`config.mk`:
```
export PLATFORM = sky130hd
export DESIGN_NAME = sd_block_writer
export DESIGN_NICKNAME = d
export VERILOG_FILES = /design/src/rtl/sdw_pkg.sv /design/src/rtl/sdw_crc16_step.sv /design/src/rtl/sdw_tok_decode.sv /design/src/rtl/sd_block_writer.sv
export SDC_FILE = /design/constraint.sdc
export NUM_CORES = 1
export LEC_CHECK = 0
export BUFFER_PORTS_ARGS = -buffer_cell sky130_fd_sc_hd__buf_2
export CAP_MARGIN = 15
export CORE_MARGIN = 1
export CORE_UTILIZATION = 60
export DETAILED_ROUTE_END_ITERATION = 8
export GPL_ROUTABILITY_DRIVEN = 1
export PLACE_DENSITY = 0.89
export SKIP_LAST_GASP = 1
export SYNTH_ARGS = -nofsm -noshare
export SYNTH_HDL_FRONTEND = slang
export SYNTH_SLANG_ARGS = --single-unit
```
`constraint.sdc`:
```
create_clock -name clk -period 4.6 [get_ports clk]
set_input_delay 0.23 -clock clk [delete_from_list [all_inputs] [get_ports clk]]
set_output_delay 0.23 -clock clk [all_outputs]
set_load 0.01 [all_outputs]
```
`src/rtl/sdw_pkg.sv`:
```
package sdw_pkg;

    typedef enum logic [3:0] {
        S_IDLE, S_SBIT, S_DATA, S_CRC, S_EBIT, S_TURN, S_WTOK, S_TOK, S_BUSY
    } sdw_state_e;

    typedef enum logic [1:0] {
        ST_OK      = 2'd0,
        ST_CRC_ERR = 2'd1,
        ST_WR_ERR  = 2'd2,
        ST_TIMEOUT = 2'd3
    } sdw_status_e;

    localparam logic [15:0] SDW_CRC_POLY   = 16'h1021;
    localparam logic [2:0]  SDW_TOK_ACCEPT = 3'b010;
    localparam logic [2:0]  SDW_TOK_CRCERR = 3'b101;
    localparam int          SDW_TURN_BITS  = 2;
    localparam int          SDW_TOK_WAIT   = 8;

endpackage

```
`src/rtl/sdw_crc16_step.sv`:
```
module sdw_crc16_step
    import sdw_pkg::*;
(
    input  logic [15:0] crc_i,
    input  logic        bit_i,
    output logic [15:0] crc_o
);
    logic fb;

    assign fb    = bit_i ^ crc_i[15];
    assign crc_o = {crc_i[14:0], 1'b0} ^ (fb ? SDW_CRC_POLY : 16'h0000);
endmodule

```
`src/rtl/sdw_tok_decode.sv`:
```
module sdw_tok_decode
    import sdw_pkg::*;
(
    input  logic [2:0]  code_i,
    output logic        accept_o,
    output sdw_status_e err_o
);
    assign accept_o = (code_i == SDW_TOK_ACCEPT);
    assign err_o    = (code_i == SDW_TOK_CRCERR) ? ST_CRC_ERR : ST_WR_ERR;
endmodule

```
`src/rtl/sd_block_writer.sv`:
```
module sd_block_writer
    import sdw_pkg::*;
#(
    parameter int BLOCK_BYTES = 512,
    parameter int BUSY_W      = 16,
    localparam int AW         = (BLOCK_BYTES > 1) ? $clog2(BLOCK_BYTES) : 1
) (
    input  logic              clk,
    input  logic              rst_n,
    input  logic              start,
    input  logic [BUSY_W-1:0] busy_limit,
    input  logic              bit_stb,
    output logic [AW-1:0]     buf_addr,
    input  logic [7:0]        buf_data,
    output logic              card_clk_run,
    output logic              dat_o,
    output logic              dat_oe,
    input  logic              dat_i,
    output logic              done,
    output logic [1:0]        status
);
    localparam logic [AW-1:0] LAST_BYTE = AW'(BLOCK_BYTES - 1);
    localparam logic [3:0]    TURN_LAST = 4'(SDW_TURN_BITS - 1);
    localparam logic [3:0]    WAIT_LAST = 4'(SDW_TOK_WAIT - 1);

    typedef struct packed {
        sdw_state_e  st;
        logic [AW-1:0] addr;
        logic [AW-1:0] byten;
        logic [7:0]  sh;
        logic [2:0]  bitn;
        logic [15:0] crc;
        logic [3:0]  cnt;
        logic [2:0]  tok;
        logic [BUSY_W-1:0] busy;
        logic        dat;
        logic        oe;
        logic        run;
        logic        done;
        sdw_status_e status;
    } regs_t;

    regs_t q, n;

    logic [15:0]       crc_nx;
    logic              tok_ok;
    sdw_status_e       tok_err;
    logic              fin;
    sdw_status_e       fin_st;
    logic [BUSY_W-1:0] busy_inc;

    sdw_crc16_step u_crc (
        .crc_i (q.crc),
        .bit_i (q.sh[7]),
        .crc_o (crc_nx)
    );

    sdw_tok_decode u_tok (
        .code_i   (q.tok),
        .accept_o (tok_ok),
        .err_o    (tok_err)
    );

    assign busy_inc = q.busy + 1'b1;

    always_comb begin
        n      = q;
        n.done = 1'b0;
        fin    = 1'b0;
        fin_st = ST_OK;
        if (q.st == S_IDLE) begin
            n.oe   = 1'b0;
            n.dat  = 1'b1;
            n.addr = '0;
            n.run  = 1'b0;
            if (start) begin
                n.st  = S_SBIT;
                n.run = 1'b1;
            end
        end else if (bit_stb) begin
            case (q.st)
                S_SBIT: begin
                    n.dat   = 1'b0;
                    n.oe    = 1'b1;
                    n.sh    = buf_data;
                    n.addr  = q.addr + 1'b1;
                    n.bitn  = '0;
                    n.byten = '0;
                    n.crc   = '0;
                    n.st    = S_DATA;
                end
                S_DATA: begin
                    n.dat  = q.sh[7];
                    n.crc  = crc_nx;
                    n.sh   = {q.sh[6:0], 1'b0};
                    n.bitn = q.bitn + 1'b1;
                    if (q.bitn == 3'd7) begin
                        if (q.byten == LAST_BYTE) begin
                            n.st  = S_CRC;
                            n.cnt = '0;
                        end else begin
                            n.sh    = buf_data;
                            n.addr  = q.addr + 1'b1;
                            n.byten = q.byten + 1'b1;
                        end
                    end
                end
                S_CRC: begin
                    n.dat = q.crc[15];
                    n.crc = {q.crc[14:0], 1'b0};
                    n.cnt = q.cnt + 1'b1;
                    if (q.cnt == 4'd15) n.st = S_EBIT;
                end
                S_EBIT: begin
                    n.dat = 1'b1;
                    n.cnt = '0;
                    n.st  = S_TURN;
                end
                S_TURN: begin
                    n.oe  = 1'b0;
                    n.dat = 1'b1;
                    n.cnt = q.cnt + 1'b1;
                    if (q.cnt == TURN_LAST) begin
                        n.st  = S_WTOK;
                        n.cnt = '0;
                    end
                end
                S_WTOK: begin
                    if (!dat_i) begin
                        n.st  = S_TOK;
                        n.cnt = '0;
                        n.tok = '0;
                    end else if (q.cnt == WAIT_LAST) begin
                        fin    = 1'b1;
                        fin_st = ST_TIMEOUT;
                    end else begin
                        n.cnt = q.cnt + 1'b1;
                    end
                end
                S_TOK: begin
                    if (q.cnt < 4'd3) begin
                        n.tok = {q.tok[1:0], dat_i};
                        n.cnt = q.cnt + 1'b1;
                    end else if (tok_ok) begin
                        n.st   = S_BUSY;
                        n.busy = '0;
                    end else begin
                        fin    = 1'b1;
                        fin_st = tok_err;
                    end
                end
                S_BUSY: begin
                    if (dat_i) begin
                        fin    = 1'b1;
                        fin_st = ST_OK;
                    end else if (busy_inc == busy_limit) begin
                        fin    = 1'b1;
                        fin_st = ST_TIMEOUT;
                    end else begin
                        n.busy = busy_inc;
                    end
                end
                default: n.st = S_IDLE;
            endcase
        end
        if (fin) begin
            n.st     = S_IDLE;
            n.done   = 1'b1;
            n.status = fin_st;
            n.run    = 1'b0;
        end
    end

    always_ff @(posedge clk) begin
        if (!rst_n) begin
            q     <= '0;
            q.dat <= 1'b1;
        end else begin
            q <= n;
        end
    end

    assign buf_addr     = q.addr;
    assign dat_o        = q.dat;
    assign dat_oe       = q.oe;
    assign card_clk_run = q.run;
    assign done         = q.done;
    assign status       = q.status;

    AST_PINS_ON_STROBE: assert property (@(posedge clk) disable iff (!rst_n)
        !bit_stb |=> ($stable(dat_o) && $stable(dat_oe)));
    AST_DRIVE_NEEDS_CLK: assert property (@(posedge clk) disable iff (!rst_n)
        dat_oe |-> card_clk_run);
    AST_RELEASE_AFTER_END: assert property (@(posedge clk) disable iff (!rst_n)
        $fell(dat_oe) |-> (dat_o && $past(dat_o)));
    AST_TOK_WAIT_BOUND: assert property (@(posedge clk) disable iff (!rst_n)
        (q.st == S_WTOK) |-> (q.cnt < 4'(SDW_TOK_WAIT)));
    AST_DONE_PULSE: assert property (@(posedge clk) disable iff (!rst_n)
        done |=> !done);
    AST_STATUS_HELD: assert property (@(posedge clk) disable iff (!rst_n)
        !$stable(status) |-> done);
    AST_DONE_STOPS_CLK: assert property (@(posedge clk) disable iff (!rst_n)
        done |-> !card_clk_run);

endmodule

```
==> key figures <==
Timing
  • Max Fclk: just under 300 MHz
  • RSZ-0062 raised after global routing: no
  • Measured slew at the worst slew-check pin: 1.07 ns
  • Max Transition Viols Final: 0
  • Period utilization: 74.1%
  • Worst Skew: between 0.008 and 0.009 ns
  • Final setup viols: 0
  • WHS: between 0.1 and 0.15 ns
  • Rel. slew slack: 27.7%
  • Final Hold Fails: 0
  • Minimum clock period: 3.41 ns
  • Accumulated negative setup slack: 0 ns

Floorplan
  • Ports: 44
  • Rows: 31
  • Core area: approximately 0.0073 sq mm
  • Die Area: about 0.0079 sq mm
  • Chip Height: 88.7 microns
  • Die width: 88.7 microns
  • Initial Util: 62.2%

Drt
  • Remaining antenna violation count after routing: 0
  • DRT Pass-1 Iters: 5
  • Total Wirelength: 10.5 mm
  • Iter 0 DRT Violations: ~320
  • Vias per std cell: 6.28
  • Wire length per cell: roughly 15 microns
  • Drt drc: 0
  • Via count: 4269

Cells and area
  • Nets: 613
  • Layout cells sized above 1: 13.8%
  • P&R area growth vs syn: 7.51%
  • ANT cells: 0

Setup path
  • Family with the most delay on the worst path: simple AND/OR/NAND/NOR gates
  • Req. time, crit path: 4.81 ns
  • Reg2Reg Depth: 8
  • Worst Setup End Kind: flip-flop
  • Crit path launch type: flip-flop
  • Worst path cell trace: ha_1 > nand3_4 > or4b_1 > a31o_1 > a2111o_1 > nor4_4 > or2_1 > o21ai_0
  • Slowest-stage cell, CP: dfxtp_1
  • Crit-path max cell delay: 0.53 ns
  • Worst path depth: 8
  • Critical path type: reg2reg
  • Worst Path Max Fanout: 10
  • Arrival time at the worst endpoint: 3.61 ns
  • Worst path bufs/invs: 0

Power and ir drop
  • Total chip power: 1390 uW
  • Leak Pwr: about 0.0018 uW
  • PD cells: 286 mW/mm^2
  • VDD IR-drop max: 0.269 mV

Synthesis
  • Most used flip-flop cell after synthesis: dfxtp_1
  • Syn_area_per_cell: approximately 8 sq um
  • Yosys cell types: 66
  • Post-synth top area cell: dfxtp_1
  • Register area share after synthesis: about a third
  • EDFF count, synth: 0
  • Async SR Flop Fraction: 0%
  • Synthesis Warnings: 0
  • Post-synth top area share: 34.6%
  • Mapped Nets: 599
  • #FFs+latches synth: 78
  • Post-Syn Area: 0.00451 sq mm
  • Synth top area cells: dfxtp_1, nand2_1, nor2_1, nand3_1, xor2_1
  • Synth Instances: 562

Outcome
  • Outcome: completed

GRT
  • Met1 Use GR: roughly 37%
  • Total global routing track utilization: between 20% and 30%
  • Remaining global-route overflow: 0
  • Met3 GRT Util: 6.16%
  • Largest net degree at the start of global routing: 39
  • Met2 Resource Use GR: a little under half
  • First-pass GRT wire length: approximately 17 mm
  • Busiest grt layer: met2
  • Antenna violations before repair: 0
  • Vias in the first global route: ~3800

Job
  • Max-cap viol count: 0

Clock tree
  • Root buffer cell: clkbuf_8
  • Hold-fix buffers, CTS: 0
  • Post-CTS Resized: 0
  • Maximum clock path buffer count: 2
  • CTS buffer count: 9
  • H-tree depth: 3
  • Reg clk slew, reported paths: about 0.08 ns
  • Setup repair bufs after CTS: 0
  • Clock Latency Late Sink: 0.35 ns
  • Clock sink count: 78
  • CTS tree: built

Worst hold path
  • Hold WC Path Type: in2reg
  • WHS Path Cells: 3

Place
  • RD Place Congestion: between 0.9 and 1
  • DP HPWL: 7.35 mm
  • Port Buffers: 43
-- stage by stage --
stage / util, % / instance area, sq um / setup WS, ns / std cells
6_report: 66.9 / 4850 / 1.19 / 680
4_1_cts: 66.8 / 4850 / 1.24 / 679
3_3_place_gp: 64.2 / 4660 / 1.33 / 663
2_1_floorplan: - / 4510 / 1.78 / 562
3_5_place_dp: 64.2 / 4660 / 1.26 / 663
5_1_grt: 66.9 / 4850 / 1.03 / 680
-- cell usage in the layout, fill, tap and decap left out, types with 5 or more instances in the layout --
cell	count
dfxtp_1	78
and3_1	8
xnor2_1	14
clkbuf_8	9
nor2b_1	9
a21oi_1	22
nand3_1	37
xor2_1	20
nand2b_1	7
o21ai_0	21
buf_2	43
buf_4	5
ha_1	8
nor3_1	11
nand4_1	12
or3_1	11
o31ai_1	8
a211oi_1	12
nand2_1	58
mux2i_1	8
nor4_1	7
nor2_1	54
inv_1	10
o211ai_1	6
and2_1	6
a21boi_0	17
-- final timing paths --
check,from,endpoint,slack [ns]
worst min-delay path,buf_data[0],q[48],0.12
worst max register to register,q[6],q[11],1.19
worst max-delay path,q[6],q[11],1.19
worst min register to register,q[37],q[37],0.47
-- cell type report --
class,instances,area (sq um)
Multi-Input combinational cell,429,2690
Tap cell,99,124
Sequential cell,78,1560
Fill cell,602,2400
Inverter,10,37.5
Timing Repair Buffer,48,253
Clock inverter,6,62.6
Clock buffer,10,128
-- kinds of logic (layout without fill, tap and decap cells) --
logic type	count (synthesis)	after routing	synth area share [%]
muxes	9	9	2.02
adders and majority gates	8	8	2.22
xor gates and xnor gates	34	34	6.60
AOI/OAI and AO/OA	129	129	20.1
buffers and inverters	55	74	5.88
DFF	78	78	34.6
and+or+nand+nor	249	249	28.6
-- synth_stat cells, types with 4 or more instances --
library cell	n
a22oi_1	4
nor3_1	11
a21oi_1	22
nor2b_1	9
or2_2	4
buf_4	12
xor2_1	20
nor2_1	54
dfxtp_1	78
xnor2_1	14
a211oi_1	12
mux2i_1	8
o21ai_0	21
inv_1	10
clkbuf_1	27
nand2b_1	7
nand2_1	58
o31ai_1	8
o311ai_0	4
nand3_1	37
and2_1	6
a31oi_1	4
or3_1	11
nor4_1	7
and3_1	8
o211ai_1	6
nand4_1	12
ha_1	8
or4_1	4
a21boi_0	17
buf_2	5
-- power by group --
part           switching [uW]  internal [uW]  total, uW
registers                21.3            692        713
logic                     111           63.4        175
clock network             253            249        502
total                     386           1000       1390
-- sequential cells by signal, summed over array words and instances, names as in the netlist --
| register | cells |
|---|---|
| q | 63 |
| card_clk_run | 1 |
| status | 2 |
| dat_oe | 1 |
| buf_addr | 9 |
| dat_o | 1 |
| done | 1 |
-- layer usage --
layer	routed length, microns	part of all wire, %	vias to the layer above
met5	0	0	-
met4	185	1.8	0
met3	741	7.1	19
met2	4970	47	198
met1	4590	44	2001
li1	-	-	2051
-- tightest hold or removal path: stages --
cell and delay [ns]:
buf_2 0.07, a22oi_1 0.05, nor2_1 0.07
Power figures use the tool's default switching activity.
